**config.mk**
```make
export PLATFORM = sky130hd
export DESIGN_NAME = otgb_role_ctrl
export DESIGN_NICKNAME = d
export VERILOG_FILES = /design/src/rtl/otgb_pkg.sv /design/src/rtl/otgb_tick_gen.sv /design/src/rtl/otgb_srp_seq.sv /design/src/rtl/otgb_acon_timer.sv /design/src/rtl/otgb_role_ctrl.sv
export SDC_FILE = /design/constraint.sdc
export NUM_CORES = 1
export LEC_CHECK = 0
export ABC_CLOCK_PERIOD_IN_PS = 4000
export CAP_MARGIN = 0
export CORE_MARGIN = 4
export CORE_UTILIZATION = 26
export DETAILED_ROUTE_END_ITERATION = 8
export GPL_TIMING_DRIVEN = 0
export SLEW_MARGIN = 20
export SYNTH_ARGS = -nofsm -noshare
export SYNTH_HDL_FRONTEND = slang
export SYNTH_HIERARCHICAL = 1
export SYNTH_SLANG_ARGS = --single-unit
```
**constraint.sdc**
```tcl
create_clock -name clk -period 4 [get_ports clk]
set_input_delay 0.8 -clock clk [delete_from_list [all_inputs] [get_ports clk]]
set_output_delay 0.8 -clock clk [all_outputs]
set_load 0.01 [all_outputs]
```
**src/rtl/otgb_pkg.sv**
```systemverilog
package otgb_pkg;
    typedef enum logic [2:0] {
        ST_IDLE   = 3'd0,
        ST_SRP    = 3'd1,
        ST_PERIPH = 3'd2,
        ST_WAITA  = 3'd3,
        ST_HOST   = 3'd4
    } otgb_state_e;
endpackage

```
**src/rtl/otgb_tick_gen.sv**
```systemverilog
// Prescaler: one tick pulse every DIV clocks.
module otgb_tick_gen #(
    parameter int DIV = 2000
) (
    input  logic clk,
    input  logic rst_n,
    output logic tick
);
    localparam int CW = (DIV > 1) ? $clog2(DIV) : 1;
    localparam logic [CW-1:0] LAST = CW'(DIV - 1);

    logic [CW-1:0] cnt;

    always_ff @(posedge clk or negedge rst_n) begin
        if (!rst_n)
            cnt <= '0;
        else if (cnt == LAST)
            cnt <= '0;
        else
            cnt <= cnt + 1'b1;
    end

    assign tick = (cnt == LAST);

    generate
        if (DIV > 1) begin : g_gap_chk
            // ticks never come back to back when the divider exceeds one
            assert_tick_gap_R13: assert property (@(posedge clk) disable iff (!rst_n)
                tick |=> !tick);
        end
    endgenerate
endmodule

```
**src/rtl/otgb_srp_seq.sv**
```systemverilog
// Session request pulse sequencer: pull-up window, then charge window, then done.
module otgb_srp_seq #(
    parameter int PU_TICKS  = 1000,
    parameter int CHG_TICKS = 3000
) (
    input  logic clk,
    input  logic rst_n,
    input  logic active,
    input  logic tick,
    output logic pu_pulse,
    output logic chg_pulse,
    output logic done
);
    localparam int TOTAL = PU_TICKS + CHG_TICKS;
    localparam int CW    = $clog2(TOTAL + 1);
    localparam logic [CW-1:0] PU_END  = CW'(PU_TICKS);
    localparam logic [CW-1:0] ALL_END = CW'(TOTAL);

    logic [CW-1:0] cnt;

    always_ff @(posedge clk or negedge rst_n) begin
        if (!rst_n)
            cnt <= '0;
        else if (!active)
            cnt <= '0;
        else if (tick && cnt != ALL_END)
            cnt <= cnt + 1'b1;
    end

    assign pu_pulse  = active && (cnt < PU_END);
    assign chg_pulse = active && (cnt >= PU_END) && (cnt < ALL_END);
    assign done      = active && (cnt == ALL_END);

    // the charge window only opens straight after the pull-up window
    assert_chg_follows_pu_R3: assert property (@(posedge clk) disable iff (!rst_n)
        $rose(chg_pulse) |-> $past(pu_pulse));
endmodule

```
**src/rtl/otgb_acon_timer.sv**
```systemverilog
// Saturating tick counter for the wait-for-connect timeout.
module otgb_acon_timer #(
    parameter int W = 8
) (
    input  logic         clk,
    input  logic         rst_n,
    input  logic         active,
    input  logic         tick,
    input  logic [W-1:0] limit,
    output logic         tmo
);
    logic [W-1:0] cnt;

    always_ff @(posedge clk or negedge rst_n) begin
        if (!rst_n)
            cnt <= '0;
        else if (!active)
            cnt <= '0;
        else if (tick && cnt < limit)
            cnt <= cnt + 1'b1;
    end

    assign tmo = active && (cnt >= limit);

    // once expired, the timeout stays up until the timer is released
    assert_tmo_held_R7: assert property (@(posedge clk) disable iff (!rst_n)
        (tmo && active && $stable(limit)) |=> (tmo || !active || !$stable(limit)));
endmodule

```
**src/rtl/otgb_role_ctrl.sv**
```systemverilog
module otgb_role_ctrl
    import otgb_pkg::*;
#(
    parameter int TICK_DIV  = 2000,
    parameter int PU_TICKS  = 1000,
    parameter int CHG_TICKS = 3000,
    parameter int TMR_W     = 8
) (
    input  logic             clk,
    input  logic             rst_n,
    input  logic             id_hi,
    input  logic             b_sess_vld,
    input  logic             b_sess_end,
    input  logic             se0_srp,
    input  logic             bus_req,
    input  logic             hnp_en,
    input  logic             a_conn,
    input  logic             a_bus_suspend,
    input  logic             a_bus_resume,
    input  logic [TMR_W-1:0] acon_limit,
    output logic             drv_vbus,
    output logic             chrg_vbus,
    output logic             loc_conn,
    output logic             loc_sof,
    output logic [2:0]       state_o
);
    otgb_state_e state, state_nx;
    logic tick, srp_pu, srp_chg, srp_done, acon_tmo;

    otgb_tick_gen #(.DIV(TICK_DIV)) u_tick (
        .clk(clk), .rst_n(rst_n), .tick(tick)
    );

    otgb_srp_seq #(.PU_TICKS(PU_TICKS), .CHG_TICKS(CHG_TICKS)) u_srp (
        .clk(clk), .rst_n(rst_n), .active(state == ST_SRP), .tick(tick),
        .pu_pulse(srp_pu), .chg_pulse(srp_chg), .done(srp_done)
    );

    otgb_acon_timer #(.W(TMR_W)) u_tmr (
        .clk(clk), .rst_n(rst_n), .active(state == ST_WAITA), .tick(tick),
        .limit(acon_limit), .tmo(acon_tmo)
    );

    // Next-state logic
    always_comb begin
        state_nx = state;
        unique case (state)
            ST_IDLE: begin
                if (id_hi && b_sess_vld)
                    state_nx = ST_PERIPH;
                else if (id_hi && bus_req && b_sess_end && se0_srp)
                    state_nx = ST_SRP;
            end
            ST_SRP: begin
                if (!id_hi || srp_done)
                    state_nx = ST_IDLE;
            end
            ST_PERIPH: begin
                if (!id_hi || !b_sess_vld)
                    state_nx = ST_IDLE;
                else if (bus_req && hnp_en && a_bus_suspend)
                    state_nx = ST_WAITA;
            end
            ST_WAITA: begin
                if (!id_hi || !b_sess_vld)
                    state_nx = ST_IDLE;
                else if (a_conn)
                    state_nx = ST_HOST;
                else if (a_bus_resume || acon_tmo)
                    state_nx = ST_PERIPH;
            end
            ST_HOST: begin
                if (!id_hi || !b_sess_vld)
                    state_nx = ST_IDLE;
                else if (!bus_req || !a_conn)
                    state_nx = ST_PERIPH;
            end
            default: state_nx = ST_IDLE;
        endcase
    end

    // State register
    always_ff @(posedge clk or negedge rst_n) begin
        if (!rst_n)
            state <= ST_IDLE;
        else
            state <= state_nx;
    end

    // Output decode
    always_comb begin
        drv_vbus  = 1'b0;
        chrg_vbus = 1'b0;
        loc_conn  = 1'b0;
        loc_sof   = 1'b0;
        unique case (state)
            ST_IDLE:   ;
            ST_SRP: begin
                loc_conn  = srp_pu;
                chrg_vbus = srp_chg;
            end
            ST_PERIPH: loc_conn = 1'b1;
            ST_WAITA:  ;
            ST_HOST:   loc_sof = 1'b1;
            default:   ;
        endcase
    end

    assign state_o = state;

    // SRP is only entered from idle with the full request condition
    assert_srp_entry_R2: assert property (@(posedge clk) disable iff (!rst_n)
        $rose(state == ST_SRP) |-> $past(state == ST_IDLE && id_hi && bus_req && b_sess_end && se0_srp));

    // finished pulse sequence ends the SRP state
    assert_srp_exit_R3: assert property (@(posedge clk) disable iff (!rst_n)
        (state == ST_SRP && srp_done) |=> state == ST_IDLE);

    // host role is only reached through wait-for-connect
    assert_host_entry_R8: assert property (@(posedge clk) disable iff (!rst_n)
        $rose(state == ST_HOST) |-> $past(state == ST_WAITA));

    // ID low in any non-idle state forces idle
    assert_id_abort_R10: assert property (@(posedge clk) disable iff (!rst_n)
        (state != ST_IDLE && !id_hi) |=> state == ST_IDLE);

    // timeout in wait-for-connect without connect goes back to peripheral
    assert_tmo_exit_R7: assert property (@(posedge clk) disable iff (!rst_n)
        (state == ST_WAITA && acon_tmo && id_hi && b_sess_vld && !a_conn) |=> state == ST_PERIPH);
endmodule

```
Yosys cells after proc, flatten, opt, wreduce, memory -nomap -nowiden:

Index checks and enable logic that the tools add are counted.

* register bits after elaboration: 34
* bits of input ports: 19
* output and inout bits: 7
* word-level logic and storage cells: 68

* add/sub/neg operators: 3
* magnitude comparators: 5
* equality and inequality tests: 14
* mux-type cells: 19
* reduce and logical (&&, ||, !) cells: 23

Operator list (number)
* $mux W3: 10
* $mux W12: 2
* $mux W8: 2
* $pmux W3 S5: 1
* $logic_and A1 B1 Y1: 13
* $add A12 B1 Y12 const B: 1
* $eq A12 B12 Y1 const B: 1
* $ge A12 B10 Y1 const B: 1
* $lt A12 B10 Y1 const B: 1
* $lt A12 B12 Y1 const B: 1
* $ne A12 B12 Y1 const B: 1
* $add A11 B1 Y11 const B: 1
* $eq A11 B11 Y1 const B: 1
* $mux W11: 1
* $ne A3 B3 Y1 const B: 3
* $add A8 B1 Y8 const B: 1
* $ge A8 B8 Y1: 1
* $lt A8 B8 Y1: 1
* $eq A3 B2 Y1 const B: 2
* $ne A2 B2 Y1 const B: 3
* $reduce_and A5 Y1: 1
* $logic_not A1 Y1: 4
* $logic_or A1 B1 Y1: 4
* $ne A4 B4 Y1 const B: 1
* other kinds (5): 6

Longest topological paths before layout:

* word-level depth: 7
* depth in mapped cells: 9

Hierarchy:

The synthesis kept the hierarchy.

By module, submodules not included
* otgb_srp_seq: times used 1, cells an instance 80, area each 719.4 um2, seq. area each 300.3 um2
* otgb_acon_timer: times used 1, cells an instance 72, area each 664.4 um2, seq. area each 200.2 um2
* otgb_tick_gen: times used 1, cells an instance 50, area each 553.0 um2, seq. area each 275.3 um2
* otgb_role_ctrl: times used 1, cells an instance 29, area each 262.8 um2, seq. area each 75.1 um2

Worst setup path after synthesis:

OpenSTA, ideal clock, no wires.

* kind: register to output
* start: register state[1] (netlist: state_o[1])
* end: output chrg_vbus
* arrival time: 1773 ps
* required time: 3200 ps
* path slack: 1427 ps
* cell stages (with the launch flop): 6
* path through: dfrtp_1 nor3b_1 inv_1 clkbuf_1 nor3_1 and2_1

* longest elaborated chain between the ends: 4

Ends and longest elaborated chain
* start: declaration: RTL line otgb_role_ctrl.sv:27 `otgb_state_e state, state_nx;`
* start signal: assignment: RTL line otgb_role_ctrl.sv:87 `state <= state_nx;`
* $eq A3 B1 Y1: RTL line otgb_role_ctrl.sv:35 `.clk(clk), .rst_n(rst_n), .active(state == ST_SRP), .tick(tick),`
* $logic_and A1 B1 Y1 (2 in a row): RTL line otgb_srp_seq.sv:31 `assign chg_pulse = active && (cnt >= PU_END) && (cnt < ALL_END);`
* net srp_chg: RTL line otgb_role_ctrl.sv:28 `logic tick, srp_pu, srp_chg, srp_done, acon_tmo;`
* $mux W1: RTL line otgb_role_ctrl.sv:96 `unique case (state)`
* end: declaration: RTL line otgb_role_ctrl.sv:22 `output logic chrg_vbus,`

The timed path passes the listed nets, and every way through them passes these cells.

Worst setup path after layout:

* start: register state[0] (netlist: state_o[0])
* end: output chrg_vbus

Same word-level chain as after synthesis.

==> flow_summary.ini <==
[routing]
postRouteAntennaNets = 0
wirelength_mm = 4.514
wire_per_inst_um = 12.23
viasPerCell = 4.954
dr_total_vias = 1828
firstDrtPassIters = 4
drtIter0Drc = 69
drc = 0

[worst_setup_path]
crit_family = buffers and inverters
crit_path_end_kind = output pin
path_max_fanout = 10
cpMaxStageDelayCell = clkdlybuf4s50_1
ff2ff_path_depth = 6
rr_startpoint = u_tick/cnt[0]$_DFF_PN0_
regToRegSetupSlack_ns = 1.22
required_ns = 3.20
r2r_end = u_srp/cnt[9]$_DFFE_PN0P_
critPathLaunch = state_o[0]$_DFFE_PN0P_
worstSetupPathType = reg -> out
path_depth = 6
start_kind = flip-flop
crit_arrival_ns = 2.61
crit_chain = nor3b_2 > inv_1 > clkbuf_1 > nor3_1 > and2_1 > clkdlybuf4s50_1
cp_slowest_stage_delay_ns = 0.54
critPathBufInv = 3

[grt]
grt_max_degree = 32
grt_pass1_vias = 1798
track_usage_pct = 9.834
grt_pass1_wl_mm = 8.093
gr-total-overflow = 0
antenna_found_initial = 0

[synthesis]
synth_cells = 231
synth-edff-count = 0
muxShareOfSynthArea_pct = 1.820
yosys.area.top_type = dfrtp_1
synth_compound_area_share_pct = 16.55
synth_flop_cell = dfrtp_1
yosysMostFrequentCell = dfrtp_1
synth_commonest_cells = dfrtp_1 (34), nand2_1 (22), inv_1 (14)
synthAdderAreaFrac_pct = 6.826
syn_area_per_cell_sq_um = 9.522
synth_cell_type_count = 55
synth-simple-area-share_pct = 29.75
synth_top_area_share_pct = 38.68
ys_seq_area_share_pct = 38.68
async_flop_share_pct = 100.0
ys.warnings.count = 6
synth_nets = 262
synth.area.top_cells = dfrtp_1 (39%), ha_1 (6.8%), nand2_1 (3.8%), o31ai_1 (2.7%), or3_1 (2.6%)
synth-xor-area-share_pct = 2.389
ys_seq_elements = 34
synth_top_family_by_area = simple AND/OR/NAND/NOR gates
syn_area_sq_mm = 0.002200

[sta]
finalCriticalPeriod_ns = 3.410
skew_ns = 0.005623
holdWs_ns = 0.3117
rsz0062_at_grt = no
period_share_pct = 85.26
final_max_slew_viol_count = 0
setup_viol = 0
worst_pin_slew_ns = 0.9851
fin_tns_setup_ns = 0
setup_ws_ns = 0.5896
fmaxAchievable_mhz = 293.2
slew_headroom_pct = 33.83
hold_viol_final = 0

[die]
ios = 26
die_height_um = 99.98
die_width_um = 99.98
num_rows = 33
fp.dieArea_sq_mm = 0.009996
start_util_pct = 26.77
fp.coreArea_sq_mm = 0.008217

[clocking]
cts_root_buffer = clkbuf_8
clk_latency_ns = 0.29
h-tree-depth = 2
clkTransAtPathRegs_ns = 0.07
clock_sinks = 34
cts_made_buffers = 5
clock_path_buffers = 2
post_cts_buffers = 0
cts_tree = done

[placed_design]
dpl_cell_area_sq_mm = 0.002586
place_inst = 361
gp_congestion = 0.7489
dp_slack_ns = 0.5217
hpwl_mm = 3.270
io_buffers = 24

[pwr]
p_per_area_mw_per_mm2 = 262.6
power_leakage_nw = 1.058
vdd_drop_max_uv = 102.9

[layout]
nFillCells = 831
finalInstanceArea_sq_mm = 0.002698
final_cells = 369
nets = 294
n_antenna_cell = 0
area_growth_syn_to_layout_pct = 22.64
drive_gt1_share_pct = 10.61

[outcome]
run_status = finished clean

[run]
max_cap_violations = 0

[min_path]
hp-class = in -> async
## worst register-to-register path, delay by kind of cell, from the launching register on
kind            cells  cell delay (ns)
compound gates      1             0.15
simple gates        4             1.94
flops               1             0.37
fa+ha+maj           1             0.23
## flip-flops by register name (all words and copies together) (netlist names)
name        flops
state_o         3
u_tmr/cnt       8
u_tick/cnt     11
u_srp/cnt      12
## where the power goes
| group | internal [mW] | leakage [nW] | switching, mW | total (mW) |
|---|---|---|---|---|
| logic | 0.0274 | 0.546 | 0.0209 | 0.0483 |
| registers | 0.345 | 0.460 | 0.00244 | 0.347 |
| clock network | 0.186 | 0.0524 | 0.127 | 0.313 |
## stage by stage
step	utilization (%)	power, mW
global placement	31.29	0.4006
CTS	32.77	0.7251
global route	32.83	0.7400
detailed placement	31.48	0.4028
floorplan	-	0.3686
finish	32.83	0.7083
## timing repair
action | in CTS | in global routing
hold buffers | 0 | 0
setup endpoints to repair | 0 | 1
resized for setup | 0 | 1
## cell families (layout without fill, tap and decap cells)
| group | after synthesis | count (layout) |
|---|---|---|
| xor+xnor | 6 | 6 |
| mux | 4 | 4 |
| buf+inv | 20 | 53 |
| fa+ha+maj | 12 | 12 |
| flops | 34 | 34 |
| compound gates | 51 | 51 |
| simple gates | 103 | 103 |
| other cells | 1 | 1 |
## how the worst max path moves through the flow
stage	end	slack, ns
2_1_floorplan	chrg_vbus	1.43
3_3_place_gp	chrg_vbus	0.54
5_1_grt	chrg_vbus	0.37
6_report	chrg_vbus	0.59
4_1_cts	chrg_vbus	0.14
3_5_place_dp	chrg_vbus	0.52
## cell type report
| type | instances | area, sq um | share of cell area (%) |
|---|---|---|---|
| flip-flops and latches | 34 | 850.8 | 31.54 |
| plain buffers | 6 | 31.28 | 1.160 |
| clock inverters | 1 | 30.03 | 1.113 |
| multi-input cells | 177 | 1270 | 47.08 |
| inverters | 14 | 52.55 | 1.948 |
| well taps | 105 | 131.4 | 4.870 |
| repair buffers | 25 | 255.2 | 9.462 |
| clock buffers | 7 | 76.32 | 2.829 |
## cell usage in the layout, fill, tap and decap left out, drive strengths merged, types with 7 or more instances in the layout
| cell | Yosys | final |
|---|---|---|
| dfrtp | 34 | 34 |
| clkdlybuf4s50 | 0 | 23 |
| nand2 | 22 | 22 |
| inv | 14 | 14 |
| nand3 | 13 | 13 |
| ha | 12 | 12 |
| a21oi | 12 | 12 |
| o21ai | 11 | 11 |
| or3 | 10 | 10 |
| nand4 | 10 | 10 |
| clkbuf | 3 | 10 |
| nor2 | 9 | 9 |
| o31ai | 9 | 9 |
| or4 | 7 | 7 |
| a21boi | 7 | 7 |
## layer usage
| layer | track usage [%] | vias to the layer above | share of wire, % |
|---|---|---|---|
| li1 | - | 922 | - |
| met1 | 12.91 | 869 | 49 |
| met2 | 15.34 | 31 | 45 |
| met3 | 2.710 | 6 | 3.9 |
| met4 | 3.938 | 0 | 1.8 |
| met5 | 0 | - | 0 |
Power figures use the tool's default switching activity.
